$ cat src/rtl/fiu_pkg.sv
package fiu_pkg;

    localparam int NFLAG = 4;

    // flag index order inside the block; bit position in the status word is 4*index
    localparam int F_RXRDY = 0;
    localparam int F_TXREQ = 1;
    localparam int F_RXOVF = 2;
    localparam int F_DONE  = 3;

    localparam logic [2:0] ADR_CTRL = 3'd0;
    localparam logic [2:0] ADR_CNT  = 3'd1;
    localparam logic [2:0] ADR_IEN  = 3'd2;
    localparam logic [2:0] ADR_ISTA = 3'd3;
    localparam logic [2:0] ADR_TXD  = 3'd4;
    localparam logic [2:0] ADR_RXD  = 3'd5;

    localparam int CTL_RXLVL_LSB = 0;
    localparam int CTL_RXFLUSH   = 15;
    localparam int CTL_TXLVL_LSB = 16;
    localparam int CTL_TXFLUSH   = 31;

    typedef enum logic {
        FLAG_IDLE = 1'b0,
        FLAG_PEND = 1'b1
    } flag_state_t;

    function automatic logic [31:0] spread_flags(input logic [NFLAG-1:0] f);
        logic [31:0] r;
        r = '0;
        for (int i = 0; i < NFLAG; i++) r[4*i] = f[i];
        return r;
    endfunction

    function automatic logic [NFLAG-1:0] gather_flags(input logic [31:0] w);
        logic [NFLAG-1:0] r;
        for (int i = 0; i < NFLAG; i++) r[i] = w[4*i];
        return r;
    endfunction

endpackage

$ cat src/rtl/byte_fifo.sv
module byte_fifo #(
    parameter int DEPTH = 64,
    parameter int W     = 8,
    localparam int AW   = $clog2(DEPTH),
    localparam int CW   = $clog2(DEPTH + 1)
) (
    input  logic          clk,
    input  logic          rst_n,
    input  logic          flush,
    input  logic          push,
    input  logic [W-1:0]  push_data,
    input  logic          pop,
    output logic [W-1:0]  head,
    output logic [CW-1:0] count,
    output logic          full,
    output logic          empty,
    output logic          push_lost
);

    logic [W-1:0]  mem [DEPTH];
    logic [AW-1:0] wptr, rptr;
    logic          do_push, do_pop;

    assign full      = (count == CW'(DEPTH));
    assign empty     = (count == '0);
    assign do_push   = push && !full && !flush;
    assign do_pop    = pop && !empty && !flush;
    assign push_lost = push && full && !flush;
    assign head      = mem[rptr];

    always_ff @(posedge clk) begin
        if (do_push) mem[wptr] <= push_data;
    end

    always_ff @(posedge clk or negedge rst_n) begin
        if (!rst_n) begin
            wptr  <= '0;
            rptr  <= '0;
            count <= '0;
        end else if (flush) begin
            wptr  <= '0;
            rptr  <= '0;
            count <= '0;
        end else begin
            if (do_push) wptr <= (wptr == AW'(DEPTH - 1)) ? '0 : wptr + 1'b1;
            if (do_pop)  rptr <= (rptr == AW'(DEPTH - 1)) ? '0 : rptr + 1'b1;
            unique case ({do_push, do_pop})
                2'b10:   count <= count + 1'b1;
                2'b01:   count <= count - 1'b1;
                default: count <= count;
            endcase
        end
    end

endmodule

$ cat src/rtl/irq_flag.sv
module irq_flag
    import fiu_pkg::*;
(
    input  logic clk,
    input  logic rst_n,
    input  logic event_in,
    input  logic clear,
    output logic pending
);

    flag_state_t state, state_nx;

    always_ff @(posedge clk or negedge rst_n) begin
        if (!rst_n) state <= FLAG_IDLE;
        else        state <= state_nx;
    end

    always_comb begin
        state_nx = state;
        unique case (state)
            FLAG_IDLE: if (event_in) state_nx = FLAG_PEND;
            FLAG_PEND: if (clear)    state_nx = FLAG_IDLE;
            default:                 state_nx = FLAG_IDLE;
        endcase
    end

    always_comb begin
        pending = (state == FLAG_PEND);
    end

endmodule

$ cat src/rtl/fifo_irq_unit.sv
module fifo_irq_unit
    import fiu_pkg::*;
#(
    parameter int DEPTH = 64,
    localparam int CW   = $clog2(DEPTH + 1),
    localparam int LW   = 8,
    localparam int XW   = (CW > LW) ? CW : LW,
    localparam logic [LW-1:0] LVL_RST = LW'((DEPTH / 4) * 3)
) (
    input  logic        clk,
    input  logic        rst_n,
    input  logic        reg_wen,
    input  logic        reg_ren,
    input  logic [2:0]  reg_addr,
    input  logic [31:0] reg_wdata,
    output logic [31:0] reg_rdata,
    input  logic        eng_tx_pop,
    output logic        eng_tx_valid,
    output logic [7:0]  eng_tx_data,
    input  logic        eng_rx_push,
    input  logic [7:0]  eng_rx_data,
    input  logic        eng_done,
    output logic        irq
);

    logic [LW-1:0]    rx_lvl, tx_lvl;
    logic [NFLAG-1:0] ien_q, sta_q, flag_evt, flag_clr;
    logic [CW-1:0]    rx_cnt, tx_cnt;
    logic [7:0]       rx_head;
    logic             rx_full, rx_empty, rx_lost;
    logic             tx_full, tx_empty, tx_lost;
    logic             wr_ctrl, rx_flush, tx_flush;
    logic             tx_wr, rx_rd;

    assign wr_ctrl  = reg_wen && (reg_addr == ADR_CTRL);
    assign rx_flush = wr_ctrl && reg_wdata[CTL_RXFLUSH];
    assign tx_flush = wr_ctrl && reg_wdata[CTL_TXFLUSH];
    assign tx_wr    = reg_wen && (reg_addr == ADR_TXD);
    assign rx_rd    = reg_ren && (reg_addr == ADR_RXD);

    always_ff @(posedge clk or negedge rst_n) begin
        if (!rst_n) begin
            rx_lvl <= LVL_RST;
            tx_lvl <= LVL_RST;
            ien_q  <= '0;
        end else begin
            if (wr_ctrl) begin
                rx_lvl <= reg_wdata[CTL_RXLVL_LSB +: LW];
                tx_lvl <= reg_wdata[CTL_TXLVL_LSB +: LW];
            end
            if (reg_wen && reg_addr == ADR_IEN) ien_q <= gather_flags(reg_wdata);
        end
    end

    byte_fifo #(.DEPTH(DEPTH), .W(8)) u_txf (
        .clk(clk), .rst_n(rst_n), .flush(tx_flush),
        .push(tx_wr), .push_data(reg_wdata[7:0]), .pop(eng_tx_pop),
        .head(eng_tx_data), .count(tx_cnt), .full(tx_full), .empty(tx_empty),
        .push_lost(tx_lost)
    );

    byte_fifo #(.DEPTH(DEPTH), .W(8)) u_rxf (
        .clk(clk), .rst_n(rst_n), .flush(rx_flush),
        .push(eng_rx_push), .push_data(eng_rx_data), .pop(rx_rd),
        .head(rx_head), .count(rx_cnt), .full(rx_full), .empty(rx_empty),
        .push_lost(rx_lost)
    );

    assign eng_tx_valid = !tx_empty;

    // level and pulse causes feeding the flag machines
    always_comb begin
        flag_evt          = '0;
        flag_evt[F_RXRDY] = XW'(rx_cnt) >= XW'(rx_lvl);
        flag_evt[F_TXREQ] = XW'(tx_cnt) <= XW'(tx_lvl);
        flag_evt[F_RXOVF] = rx_lost;
        flag_evt[F_DONE]  = eng_done;
        flag_clr = (reg_wen && reg_addr == ADR_ISTA) ? gather_flags(reg_wdata) : '0;
    end

    for (genvar g = 0; g < NFLAG; g++) begin : g_flag
        irq_flag u_flag (
            .clk(clk), .rst_n(rst_n), .event_in(flag_evt[g]),
            .clear(flag_clr[g]), .pending(sta_q[g])
        );
    end

    assign irq = |(sta_q & ien_q);

    always_comb begin
        reg_rdata = '0;
        unique case (reg_addr)
            ADR_CTRL: begin
                reg_rdata[CTL_RXLVL_LSB +: LW] = rx_lvl;
                reg_rdata[CTL_TXLVL_LSB +: LW] = tx_lvl;
            end
            ADR_CNT: begin
                reg_rdata[0 +: CW]  = rx_cnt;
                reg_rdata[16 +: CW] = tx_cnt;
            end
            ADR_IEN:  reg_rdata = spread_flags(ien_q);
            ADR_ISTA: reg_rdata = spread_flags(sta_q);
            ADR_RXD:  reg_rdata[7:0] = rx_empty ? 8'h00 : rx_head;
            default:  reg_rdata = '0;
        endcase
    end

    logic unused_ok;
    assign unused_ok = tx_full ^ tx_lost;

endmodule

$ cat config.mk
export PLATFORM = sky130hd
export DESIGN_NAME = fifo_irq_unit
export DESIGN_NICKNAME = d
export VERILOG_FILES = /design/src/rtl/fiu_pkg.sv /design/src/rtl/byte_fifo.sv /design/src/rtl/irq_flag.sv /design/src/rtl/fifo_irq_unit.sv
export SDC_FILE = /design/constraint.sdc
export NUM_CORES = 1
export LEC_CHECK = 0
export CAP_MARGIN = 25
export CORE_MARGIN = 4
export CORE_UTILIZATION = 41
export DETAILED_ROUTE_END_ITERATION = 10
export PLACE_DENSITY = 0.61
export SYNTH_ARGS = -nofsm -noshare
export SYNTH_HDL_FRONTEND = slang
export SYNTH_SLANG_ARGS = --single-unit
$ cat constraint.sdc
create_clock -name clk -period 6.4 [get_ports clk]
set_clock_uncertainty 0.15 [all_clocks]
set_input_delay 1.28 -clock clk [delete_from_list [all_inputs] [get_ports clk]]
set_output_delay 1.28 -clock clk [all_outputs]
set_load 0.01 [all_outputs]
==> results of run 1 <==
## cell usage after synthesis (all sizes together), types with 4 or more instances
master and count:
mux4 254, nand2b 8, a22oi 38, a211o 8, nand3b 9, nand2 80, xor2 8, xnor2 8
a22o 4, dfstp 4, o221ai 16, nand4 11, nor3 7, o32a 8, a21o 6, dfrtp 58
a21oi 48, nor2b 26, inv 22, ha 25, o211ai 8, clkbuf 62, or3 5, mux2 18
nand3 24, edfxtp 1024, buf 75, and2 6, and3 5, nor2 183, or4 4, o22ai 27
o21ai 51, mux2i 86, a31oi 6
## metrics by stage
| stage | area, um^2 | total power, mW | hold slack, ns |
|---|---|---|---|
| 6_report | 49500 | 19.1 | 0.357 |
| 3_3_place_gp | 45700 | 12.8 | 0.344 |
| 5_1_grt | 49500 | 19.9 | 0.398 |
| 3_5_place_dp | 45800 | 12.8 | 0.355 |
| 2_1_floorplan | 43800 | 11.4 | 0.321 |
| 4_1_cts | 49400 | 19.2 | 0.365 |
## per-layer routing
layer	wire, um	track usage, %
met1	39900	23.1
met2	50100	30.3
met3	4530	2.42
met4	2130	4.36
met5	0	0
## cell type report
type / count / share of cell area [%]
multi-input cells: 1035 / 21.6
repair buffers: 107 / 2.11
flip-flops and latches: 1086 / 65.3
well taps: 1391 / 3.51
clock buffers: 139 / 6.06
clock inverters: 67 / 1.31
inverters: 22 / 0.167
diodes: 1 / 0.00505
## power by group through the flow
| stage | Sequential [mW] | Combinational, mW | Clock (mW) |
|---|---|---|---|
| 2_1_floorplan | 8.21 | 3.17 | 0 |
| 3_3_place_gp | 8.62 | 4.13 | 0 |
| 4_1_cts | 8.49 | 4.20 | 6.55 |
| 6_report | 8.44 | 4.19 | 6.43 |
| 5_1_grt | 8.49 | 4.50 | 6.86 |
| 3_5_place_dp | 8.64 | 4.19 | 0 |
## sequential cells by signal, summed over array words and instances (netlist names), 6 cells and up
register and cells:
u_txf.mem 512, u_rxf.count 7, rx_lvl 8, u_rxf.mem 512, u_txf.rptr 6, u_rxf.wptr 6, u_txf.count 7, u_rxf.rptr 6
u_txf.wptr 6, tx_lvl 8
## kinds of logic after synthesis
group	share of synthesized area [%]
XOR/XNOR	0.321
multiplexers	15.5
buffers and inverters	1.81
flip-flops	73.9
adder cells (fa/ha/maj)	0.761
other	0.00858
AND/OR/NAND/NOR	4.01
AO/OA/AOI/OAI	3.68
## worst max path at each step
stage / start / to / slack [ns]
floorplan: reg_addr[1] / u_txf.count[6] / 2.23
CTS: u_rxf.rptr[0] / reg_rdata[5] / 0.70
global placement: reg_addr[1] / reg_rdata[1] / 0.95
global route: u_txf.rptr[0] / eng_tx_data[1] / 0.56
detailed placement: reg_addr[1] / reg_rdata[6] / 0.84
finish: u_rxf.rptr[0] / reg_rdata[6] / 0.80
==> flow_metrics.tcl, run 1 <==
set metrics [dict create \
    status "complete, no violations" \
    rrSetupSlack_ns 2.44 \
    io_pins 92 \
    ys_seq_area_share_pct 73.9 \
    syn_inst 2267 \
    reg2reg_to "u_txf.count[6]" \
    holdPathStages 1 \
    fin_nets 2437 \
    mostFrequentLayoutCell "edfxtp_1" \
    layoutNonFillerInstCount 3848 \
    tightest_slew_ns 1.01 \
    holdBufCountCts 0 \
    yosys.area.top_type_share_pct 70.3 \
    clock_sinks 1086 \
    setup_viol 0 \
    power_frac_clock_pct 33.7 \
    place.gp.congestion 0.816 \
    post_drt_wl_per_cell_um 25.1 \
    critPathMaxFanout 35 \
    p_per_area_nw_per_um2 385 \
    required_ns 4.97 \
    cts_buffer_depth 3 \
    critical_path_arrival_ns 4.17 \
    wirelength_mm 96.6 \
    die_w_um 335 \
    fmax_ghz 0.179 \
    p_sw_mw 5.29 \
    syn_area_per_cell_um2 19.3 \
    via_per_inst 5.62 \
    layout_common_cells "1,024 x edfxtp_1, 254 x mux4_2, 182 x nor2_1" \
    rsz0062_at_grt "false" \
    whs_endpoint "g_flag[3].u_flag.pending" \
    synth_edf_count 1024 \
    track_usage_pct 17.3 \
    p_comb_share_pct 22.0 \
    min_from "g_flag[3].u_flag.pending" \
    p_leak_nw 15.6 \
    hpwl_mm 59.4 \
    synth_flop_cell "edfxtp_1" \
    setup_ws_ns 0.801 \
    power_frac_seq_pct 44.3 \
    crit_family "buffers and inverters" \
    synthArstFlopShare_pct 5.71 \
    period_share_pct 87.5 \
    cts_inserted_buffers 109 \
    vdd_drop_max_uv 234 \
    place_ws_ns 0.844 \
    grt_first_pass_wirelength_mm 147 \
    grt_max_degree 68 \
    firstDrtPassIters 5 \
    hold_viol 0 \
    multi_input_area_um2 10700 \
    cts.clk_slew.worst_paths_ns 0.07 \
    fin_crit_ns 5.60 \
    timing.rr.start "u_txf.count[3]" \
    r2r_cells 10 \
    gr-total-overflow 0 \
    start_util_pct 41.4 \
    critical_path_class "flip-flop to primary output" \
    fillCellCount 8680 \
    coreArea_um2 106000 \
    grt_pass1_vias 22500 \
    dp_cells 3635 \
    ys_seq_elements 1086 \
    swShare_pct 27.8 \
    dieArea_um2 112000 \
    final-seq-area_um2 32300 \
    netlist_area_um2 43700 \
    start_kind "flip-flop" \
    areaGrowthSynthToFinish_pct 13.3 \
    port_buffers 65 \
    setup_tns_ns 0 \
    drive_gt1_share_pct 21.5 \
    htree_levels 3 \
    post_cts_buffers 0 \
    cts_resized 0 \
    yosys-top-cells-area "edfxtp_1 70%, mux4_2 13%, dfrtp_1 3.3%" \
    slowest_delay_ns 0.90 \
    crit_cells 7 \
    clock_tree.root_cell "clkbuf_16" \
    num_rows 119 \
    clock_latency_ns 0.66 \
    postRouteAntennaNets 0 \
    fin_util_pct 46.9 \
    cpMaxStageDelayCell "dfrtp_4" \
    p_int_mw 13.8 \
    drt_iter0_drc 1938 \
    relSlewSlack_pct 32.4 \
    die_y_um 335 \
    synthDistinctLibCells 66 \
    yosysWarnings 0 \
    drc 0 \
    dr_total_vias 21600 \
    netlist.top_cell.by_area "edfxtp_1" \
    report.final.slew_viol_count 0 \
    hold_class "flip-flop to flip-flop" \
    path_buf_inv 2 \
    cp-end-kind "primary output" \
    cts_tree "built" \
    drv_cap 0 \
    crit_chain "buf_4 > mux4_2 > a22oi_1 > nand4_1 > nand2_1 > o211ai_1 > clkdlybuf4s50_1" \
    antenna_found_initial 0 \
]
Power figures use the tool's default switching activity.
==> run 2: changes to the inputs <==
Settings changed: CORE_UTILIZATION 41 to 40, PLACE_DENSITY 0.61 to 0.6.
==> flow_metrics.tcl, run 2 (synthesis gave the netlist of run 1 again) <==
set metrics [dict create \
    hold_viol 0 \
    grt_pass1_vias 22200 \
    tightest_slew_ns 0.946 \
    holdBufCountCts 0 \
    rsz0062_at_grt "false" \
    via_per_inst 5.58 \
    cpMaxStageDelayCell "clkdlybuf4s50_1" \
    path_common_cell "clkdlybuf4s50_1" \
    whs_ns 0.368 \
    drive_gt1_share_pct 20.8 \
    post_cts_buffers 0 \
    fillCellCount 9086 \
    total_power_mw 19.1 \
    io_pins 92 \
    layout_common_cells "1,024 x edfxtp_1, 254 x mux4_2, 182 x nor2_1" \
    die_y_um 339 \
    fmax_ghz 0.170 \
    fin_crit_ns 5.88 \
    cts.clk_slew.worst_paths_ns 0.06 \
    clock_latency_ns 0.70 \
    fin_nets 2434 \
    cts_buffer_depth 3 \
    vdd_drop_max_uv 208 \
    dieArea_um2 115000 \
    dp_cells 3657 \
    dr.max_layer_used "met5" \
    grt_first_pass_wirelength_mm 146 \
    postRouteAntennaNets 0 \
    p_leak_nw 15.6 \
    critical_path_class "input port to primary output" \
    start_util_pct 40.2 \
    num_rows 121 \
    setup_tns_ns 0 \
    period_share_pct 91.9 \
    critical_path_arrival_ns 4.45 \
    die_w_um 339 \
    wirelength_mm 96.9 \
    gr-total-overflow 0 \
    met1_length_mm 40.6 \
    cts_tree "built" \
    setup_viol 0 \
    areaGrowthSynthToFinish_pct 13.3 \
    post_drt_wl_per_cell_um 25.1 \
    clock_sinks 1086 \
    top_regs "u_rxf.mem: 512 flops, u_txf.mem: 512 flops" \
    place.gp.congestion 0.823 \
    multi_input_area_um2 10700 \
    start_kind "input port" \
    status "complete, no violations" \
    htree_levels 3 \
    drv_cap 0 \
    slowest_delay_ns 0.70 \
    layoutNonFillerInstCount 3868 \
    critPathMaxFanout 8 \
    firstDrtPassIters 5 \
    port_buffers 65 \
    crit_chain "clkdlybuf4s50_1 > nand2b_1 > or4_1 > nor2_1 > a22oi_1 > o211ai_1 > clkdlybuf4s50_1" \
    relSlewSlack_pct 36.7 \
    cts_resized 0 \
    required_ns 4.97 \
    dr_total_vias 21600 \
    report.final.slew_viol_count 0 \
    final-seq-area_um2 32300 \
    p_per_area_nw_per_um2 385 \
    wl_met2_mm 48.8 \
    coreArea_um2 109000 \
    track_usage_pct 16.8 \
    grt_max_degree 70 \
    drt_iter0_drc 1903 \
    cts_inserted_buffers 109 \
    drc 0 \
    mostFrequentLayoutCell "edfxtp_1" \
    clock_tree.root_cell "clkbuf_16" \
    wl_met3_mm 5.22 \
    antenna_found_initial 4 \
    hpwl_mm 61.0 \
    cp-end-kind "primary output" \
    hold_class "flip-flop to flip-flop" \
]
-- run 2: changes by cell type in the layout (fill, tap and decap cells not counted), moves of 4 or more --
| cell | change |
|---|---|
| clkinv_1 | +10 |
| clkbuf_1 | +4 |
| clkinv_2 | -7 |
| clkbuf_8 | -7 |
| buf_4 | -7 |
-- run 2: report_power, final --
part	leakage (nW)	total (mW)	switching (mW)	internal [mW]
combinational	3.90	4.17	2.14	2.03
clock	1.75	6.41	2.66	3.74
sequential	9.96	8.47	0.490	7.98
total	15.6	19.1	5.29	13.8
-- run 2: final cells by class --
type / instances / share of cell area [%]
Sequential cell: 1086 / 65.2
Multi-Input combinational cell: 1035 / 21.6
Clock buffer: 137 / 5.95
Tap cell: 1414 / 3.57
Timing Repair Buffer: 104 / 2.15
Clock inverter: 68 / 1.34
Inverter: 22 / 0.167
Antenna cell: 2 / 0.0101
-- run 2: final timing paths --
| check | startpoint | to | slack (ns) | cells after the start |
|---|---|---|---|---|
| worst min-delay path | rx_lvl[4] | rx_lvl[4] | 0.37 | 2 |
| worst max-delay path | reg_addr[2] | reg_rdata[2] | 0.52 | 7 |
| min in group asynchronous | rst_n | u_txf.rptr[2] | 0.65 | 2 |
| worst max register to register | u_txf.count[3] | u_txf.count[6] | 2.48 | 10 |
| worst min register to register | rx_lvl[4] | rx_lvl[4] | 0.37 | 2 |
| max in group asynchronous | rst_n | u_rxf.rptr[2] | 4.79 | 2 |
-- run 2: layer usage --
layer	track usage [%]	up-vias
met5	0	-
li1	-	9419
met2	28.1	618
met1	23.0	11400
met4	4.62	2
met3	2.78	140
-- run 2: worst max-delay path, delay by kind of cell --
family,cells,cell delay [ns]
and+or+nand+nor,3,1.29
AOI/OAI and AO/OA,2,0.51
buffers and inverters,2,1.36
-- run 2: stage by stage --
stage | setup WS, ns | util, % | area (um^2)
global placement | 0.606 | 42.1 | 45800
floorplan | 2.23 | - | 43800
finish | 0.519 | 45.6 | 49500
global route | 0.363 | 45.6 | 49500
detailed placement | 0.569 | 42.2 | 45900
CTS | 0.551 | 45.5 | 49500
